## src/rtl/spkm_pkg.sv

```systemverilog
package spkm_pkg;
  localparam int unsigned DEF_NEURONS = 32;
  localparam int unsigned DEF_WIN_LEN = 9;
  localparam int unsigned DEF_THRESH  = 1;
  localparam int unsigned DEF_DEPTH   = 20;

  // width needed to hold values 0..v, at least one bit
  function automatic int unsigned spkm_cw(input int unsigned v);
    return (v < 2) ? 1 : $clog2(v + 1);
  endfunction
endpackage

```

## src/rtl/spkm_rst_sync.sv

```systemverilog
module spkm_rst_sync (
  input  logic clk,
  input  logic arst_n,
  output logic srst_n
);
  logic [1:0] sync_q;
  logic [1:0] sync_d;

  always_comb begin
    sync_d = {sync_q[0], 1'b1};
  end

  always_ff @(posedge clk or negedge arst_n) begin
    if (!arst_n) sync_q <= 2'b00;
    else         sync_q <= sync_d;
  end

  assign srst_n = sync_q[1];
endmodule

```

## src/rtl/spkm_bin_timer.sv

```systemverilog
module spkm_bin_timer #(
  parameter int unsigned WIN_LEN = spkm_pkg::DEF_WIN_LEN
) (
  input  logic clk,
  input  logic rst_n,
  input  logic bin_valid,
  output logic win_close
);
  localparam int unsigned IW = (WIN_LEN > 1) ? $clog2(WIN_LEN) : 1;
  localparam logic [IW-1:0] LAST = IW'(WIN_LEN - 1);

  logic [IW-1:0] idx_q;
  logic [IW-1:0] idx_d;
  logic          idx_en;

  assign win_close = bin_valid && (idx_q == LAST);
  assign idx_en    = bin_valid;

  always_comb begin
    idx_d = idx_q;
    if (idx_en) begin
      if (idx_q == LAST) idx_d = '0;
      else               idx_d = idx_q + 1'b1;
    end
  end

  always_ff @(posedge clk or negedge rst_n) begin
    if (!rst_n)      idx_q <= '0;
    else if (idx_en) idx_q <= idx_d;
  end


  idx_range_chk: assert property (@(posedge clk) disable iff (!rst_n)
    idx_q <= LAST);


  idx_hold_chk: assert property (@(posedge clk) disable iff (!rst_n)
    !bin_valid |=> $stable(idx_q));
endmodule

```

## src/rtl/spkm_neuron_acc.sv

```systemverilog
module spkm_neuron_acc #(
  parameter int unsigned THRESH = spkm_pkg::DEF_THRESH
) (
  input  logic clk,
  input  logic rst_n,
  input  logic bin_valid,
  input  logic spike,
  input  logic win_close,
  output logic merged_bit
);
  localparam int unsigned CW = spkm_pkg::spkm_cw(THRESH);
  localparam logic [CW:0] TH = (CW+1)'(THRESH);

  logic [CW-1:0] cnt_q;
  logic [CW-1:0] cnt_d;
  logic [CW:0]   sum;
  logic [CW:0]   sat;

  always_comb begin
    sum = {1'b0, cnt_q} + {{CW{1'b0}}, spike};
    sat = (sum >= TH) ? TH : sum;
  end

  assign merged_bit = (sat >= TH);

  always_comb begin
    cnt_d = cnt_q;
    if (bin_valid) begin
      if (win_close) cnt_d = '0;
      else           cnt_d = sat[CW-1:0];
    end
  end

  always_ff @(posedge clk or negedge rst_n) begin
    if (!rst_n)         cnt_q <= '0;
    else if (bin_valid) cnt_q <= cnt_d;
  end


  cnt_sat_chk: assert property (@(posedge clk) disable iff (!rst_n)
    {1'b0, cnt_q} <= TH);


  cnt_hold_chk: assert property (@(posedge clk) disable iff (!rst_n)
    !bin_valid |=> $stable(cnt_q));


  cnt_clear_chk: assert property (@(posedge clk) disable iff (!rst_n)
    (bin_valid && win_close) |=> (cnt_q == '0));
endmodule

```

## src/rtl/spkm_hist_shift.sv

```systemverilog
module spkm_hist_shift #(
  parameter int unsigned N     = spkm_pkg::DEF_NEURONS,
  parameter int unsigned DEPTH = spkm_pkg::DEF_DEPTH
) (
  input  logic               clk,
  input  logic               rst_n,
  input  logic               shift_en,
  input  logic [N-1:0]       din,
  output logic [DEPTH*N-1:0] hist,
  output logic               full
);
  localparam int unsigned FW = spkm_pkg::spkm_cw(DEPTH);
  localparam logic [FW-1:0] FULL_CNT = FW'(DEPTH);

  logic [DEPTH*N-1:0] hist_q;
  logic [DEPTH*N-1:0] hist_d;
  logic [FW-1:0]      fill_q;
  logic [FW-1:0]      fill_d;
  logic               fill_en;

  generate
    if (DEPTH == 1) begin : g_single
      always_comb hist_d = din;
    end else begin : g_chain
      always_comb hist_d = {hist_q[(DEPTH-1)*N-1:0], din};
    end
  endgenerate

  always_ff @(posedge clk or negedge rst_n) begin
    if (!rst_n)        hist_q <= '0;
    else if (shift_en) hist_q <= hist_d;
  end

  assign fill_en = shift_en && (fill_q != FULL_CNT);

  always_comb begin
    fill_d = fill_q + 1'b1;
  end

  always_ff @(posedge clk or negedge rst_n) begin
    if (!rst_n)       fill_q <= '0;
    else if (fill_en) fill_q <= fill_d;
  end

  assign hist = hist_q;
  assign full = (fill_q == FULL_CNT);


  hist_hold_chk: assert property (@(posedge clk) disable iff (!rst_n)
    !shift_en |=> $stable(hist_q));


  hist_newest_chk: assert property (@(posedge clk) disable iff (!rst_n)
    shift_en |=> (hist_q[N-1:0] == $past(din)));


  full_sticky_chk: assert property (@(posedge clk) disable iff (!rst_n)
    full |=> full);

  generate
    if (DEPTH > 1) begin : g_age_chk

      hist_age_chk: assert property (@(posedge clk) disable iff (!rst_n)
        shift_en |=> (hist_q[2*N-1:N] == $past(hist_q[N-1:0])));
    end
  endgenerate
endmodule

```

## src/rtl/spike_bin_merger.sv

```systemverilog
module spike_bin_merger #(
  parameter int unsigned NUM_NEURONS = spkm_pkg::DEF_NEURONS,
  parameter int unsigned WIN_LEN     = spkm_pkg::DEF_WIN_LEN,
  parameter int unsigned THRESH      = spkm_pkg::DEF_THRESH,
  parameter int unsigned HIST_DEPTH  = spkm_pkg::DEF_DEPTH
) (
  input  logic                          clk,
  input  logic                          rst_n,
  input  logic                          spike_valid,
  input  logic [NUM_NEURONS-1:0]        spike_bits,
  output logic [HIST_DEPTH*NUM_NEURONS-1:0] merged_hist,
  output logic                          win_done,
  output logic                          hist_full
);
  logic                   srst_n;
  logic                   win_close;
  logic                   shift_en;
  logic [NUM_NEURONS-1:0] merged_vec;
  logic                   done_q;
  logic                   done_d;

  spkm_rst_sync u_rst (
    .clk    (clk),
    .arst_n (rst_n),
    .srst_n (srst_n)
  );

  spkm_bin_timer #(.WIN_LEN(WIN_LEN)) u_timer (
    .clk       (clk),
    .rst_n     (srst_n),
    .bin_valid (spike_valid),
    .win_close (win_close)
  );

  generate
    for (genvar n = 0; n < NUM_NEURONS; n++) begin : g_neuron
      spkm_neuron_acc #(.THRESH(THRESH)) u_acc (
        .clk        (clk),
        .rst_n      (srst_n),
        .bin_valid  (spike_valid),
        .spike      (spike_bits[n]),
        .win_close  (win_close),
        .merged_bit (merged_vec[n])
      );
    end
  endgenerate

  assign shift_en = win_close;

  spkm_hist_shift #(.N(NUM_NEURONS), .DEPTH(HIST_DEPTH)) u_hist (
    .clk      (clk),
    .rst_n    (srst_n),
    .shift_en (shift_en),
    .din      (merged_vec),
    .hist     (merged_hist),
    .full     (hist_full)
  );

  always_comb begin
    done_d = shift_en;
  end

  always_ff @(posedge clk or negedge srst_n) begin
    if (!srst_n) done_q <= 1'b0;
    else         done_q <= done_d;
  end

  assign win_done = done_q;

  generate
    if (WIN_LEN > 1) begin : g_pulse_chk

      done_pulse_chk: assert property (@(posedge clk) disable iff (!srst_n)
        win_done |=> !win_done);
    end
  endgenerate


  done_follows_chk: assert property (@(posedge clk) disable iff (!srst_n)
    win_done |-> $past(spike_valid));
endmodule

```

## config.mk

```make
export PLATFORM = sky130hd
export DESIGN_NAME = spike_bin_merger
export DESIGN_NICKNAME = d
export VERILOG_FILES = /design/src/rtl/spkm_pkg.sv /design/src/rtl/spkm_rst_sync.sv /design/src/rtl/spkm_bin_timer.sv /design/src/rtl/spkm_neuron_acc.sv /design/src/rtl/spkm_hist_shift.sv /design/src/rtl/spike_bin_merger.sv
export SDC_FILE = /design/constraint.sdc
export NUM_CORES = 1
export LEC_CHECK = 0
export BUFFER_PORTS_ARGS = -buffer_cell sky130_fd_sc_hd__buf_2
export CORE_AREA = 5 5 261 263
export CTS_CLUSTER_SIZE = 30
export DETAILED_ROUTE_END_ITERATION = 12
export DIE_AREA = 0 0 266 268
export GPL_TIMING_DRIVEN = 0
export PLACE_DENSITY = 0.74
export SYNTH_ARGS = -nofsm -noshare
export SYNTH_HDL_FRONTEND = slang
export SYNTH_SLANG_ARGS = --single-unit
```

## constraint.sdc

```tcl
create_clock -name clk -period 23.8 [get_ports clk]
set_input_delay 1.19 -clock clk [delete_from_list [all_inputs] [get_ports clk]]
set_output_delay 1.19 -clock clk [all_outputs]
set_load 0.1 [all_outputs]
```

==> results.py <==
metrics = {
    "outcome": {
        "outcome": "finished clean",
    },
    "drt": {
        "drt_first_pass_iters": 5,
        "wl_mm": 129.2,
        "wl_per_cell_um": 28.45,
        "drc_errors": 0,
        "vias": 24100,
        "postRouteAntennaNets": 0,
        "vias_per_cell": 5.306,
        "drt_iter0_markers": 2910,
    },
    "sta": {
        "final-hold-violation-count": 0,
        "finClkSkew_ns": 0.02444,
        "finalSetupViolations": 0,
        "maxSlewHeadroom": 0.04730,
        "post-route-period-util": 0.1297,
        "worst_pin_slew_ns": 1.429,
        "rsz0062_at_grt": "no",
        "finalMaxSlewViolations": 0,
        "whs_ns": 0.2702,
        "fmax_ghz": 0.3239,
        "fin_crit_ns": 3.087,
    },
    "layout": {
        "area_growth_pct": 28.60,
        "final_cell_mix": "nand2_1, buf_2, dfrtp_1, clkbuf_16, clkbuf_1",
        "fin_area_um2": 32950,
        "n_fill_cell": 6086,
        "drive_gt1_frac": 0.2528,
        "final_common_cell": "nand2_1",
        "fin_nets": 3657,
    },
    "clocking": {
        "cts_resized": 0,
        "cts.htree.levels": 3,
        "cts-root-buf": "clkbuf_16",
        "cts_tree": "built",
        "worstSkewPairLatency_ns": 0.63,
        "clk_pin_slew_ns": 0.06,
        "cts_post_setup_buffers_inserted": 0,
        "clk_path_buf_depth": 3,
        "clock-sinks": 684,
        "hold_buffers": 0,
        "cts_made_buffers": 74,
    },
    "yosys": {
        "netlist_instances": 2855,
        "ys_types": 25,
        "synth_warnings": 0,
        "synthesis.nets": 2894,
        "ys_ff_latch": 684,
        "ys_seq_area_frac": 0.6680,
        "avgSynthCellArea_um2": 8.975,
        "synth_area_um2": 25620,
    },
    "power_and_ir_drop": {
        "p_leak_nw": 20.36,
        "power_density_nw_per_um2": 113.2,
        "ir_worst_vdd_uv": 141.3,
        "power_mw": 3.730,
    },
    "worst_hold_path": {
        "hp-class": "reg2async",
    },
    "floorplan": {
        "die_w_um": 266,
        "rows": 94,
        "dieArea_um2": 71290,
        "initial_core_util": 0.3918,
        "coreArea_um2": 65390,
        "die_h_um": 268,
        "io_pins": 677,
    },
    "critical_path": {
        "rr_worst_depth": 8,
        "cp.required_ns": 22.61,
        "cp.arrival_ns": 1.90,
        "crit_fanout": 4,
        "ff2ff_setup_slack_ns": 20.94,
        "cp-start-kind": "register",
        "end_kind": "primary output",
        "timing.rr.end": "u_hist.hist[26]$_DFFE_PN0P_",
        "crit_type": "reg2out",
        "r2r_start": "u_timer.idx_q[0]$_DFFE_PN0P_",
    },
    "place": {
        "gp_congestion": 0.9086,
        "portBuffers": 676,
        "dp_hpwl_mm": 92.37,
        "dpl_cell_area_um2": 30390,
    },
    "global_route": {
        "grt.total_usage": 0.3526,
        "grt_max_degree": 71,
        "grt_overflow": 0,
        "antenna_found_initial": 3,
        "grt_first_pass_wirelength_mm": 176.8,
        "grt_pass1_vias": 23270,
    },
    "job": {
        "cap_violations": 0,
    },
}
sequential cells by signal, indices dropped and copies added, names as in the netlist:
register / count
u_hist.hist: 640
win_done: 1
g_neuron.u_acc.cnt_q: 32
u_hist.fill_q: 5
u_rst.sync_q: 2
u_timer.idx_q: 4
through the flow:
step | TNS [ns] | setup slack, ns | utilization | std cells
6_report | 0 | 20.71 | 0.5039 | 4543
5_1_grt | 0 | 20.59 | 0.5038 | 4540
4_1_cts | 0 | 20.67 | 0.5037 | 4539
3_5_place_dp | 0 | 20.46 | 0.4648 | 4406
3_3_place_gp | -3219.57 | -4.825 | 0.4601 | 4395
2_1_floorplan | 0 | 3.323 | - | 2855
critical path, stage by stage, from the launching register on:
cell and delay, ns:
dfrtp_1 0.41, inv_1 0.07, ha_1 0.15, nand4b_1 0.15
inv_1 0.08, buf_2 0.42
power breakdown:
group          switching [mW]  internal (mW)
clock network           0.499          0.722
registers              0.0993           1.28
logic                   0.995          0.135
kinds of logic after synthesis:
logic type               count (synthesis)  synth area share
AND/OR/NAND/NOR                       1932            0.2839
buffers and inverters                  156           0.02940
flip-flops                             684            0.6680
AO/OA/AOI/OAI                           73           0.01475
multiplexers                             2         0.0008789
adder cells (fa/ha/maj)                  4          0.001953
XOR/XNOR                                 3          0.001026
other                                    1         0.0001464
worst max-delay path by stage:
stage | start | end | cells after the start
after global placement | u_rst.sync_q[1]$_DFF_PN0_ | u_hist.hist[383]$_DFFE_PN0P_ | 0
after detailed placement | spike_valid | u_hist.hist[26]$_DFFE_PN0P_ | 7
after global routing | u_hist.fill_q[0]$_DFFE_PN0P_ | hist_full | 5
after floorplan | u_rst.sync_q[1]$_DFF_PN0_ | g_neuron[0].u_acc.cnt_q$_DFFE_PN0P_ | 0
after CTS | u_hist.fill_q[0]$_DFFE_PN0P_ | hist_full | 5
final | u_hist.fill_q[0]$_DFFE_PN0P_ | hist_full | 5
synthesized netlist by cell type:
library cell,n,area share
and4_1,1,0.00034
nand4_1,2,0.00049
inv_1,5,0.00073
mux2_2,1,0.00044
buf_1,3,0.00044
xnor2_1,2,0.00068
nand3_1,1,0.00020
buf_4,5,0.0015
dfrtp_1,684,0.67
o211ai_1,1,0.00029
inv_2,1,0.00015
nor2_1,34,0.0050
a31oi_1,1,0.00024
xor2_1,1,0.00034
nand4b_1,2,0.00068
buf_2,119,0.023
a21oi_1,33,0.0064
nand2_1,1892,0.28
a22o_1,1,0.00034
conb_1,1,0.00015
ha_1,4,0.0020
o21ai_0,36,0.0070
mux2_1,1,0.00044
clkbuf_1,23,0.0034
a21bo_2,1,0.00039
final cells by class:
class,count,area (um^2),share of cell area
tap,864,1081,0.03281
buffer,150,730.7,0.02218
antenna,4,10.01,0.0003038
timing repair buffer,687,3686,0.1119
inverter,6,22.52,0.0006835
multi-input combinational,2015,7754,0.2353
clock buffer,108,2163,0.06565
sequential,684,17120,0.5196
clock inverter,25,382.9,0.01162
metal layers:
metal,wire (um),track usage
met1,47960,0.4416
met2,59360,0.5583
met5,0,0
met3,13440,0.1007
met4,8461,0.1919
No activity file was read; power rests on OpenSTA's default activity.
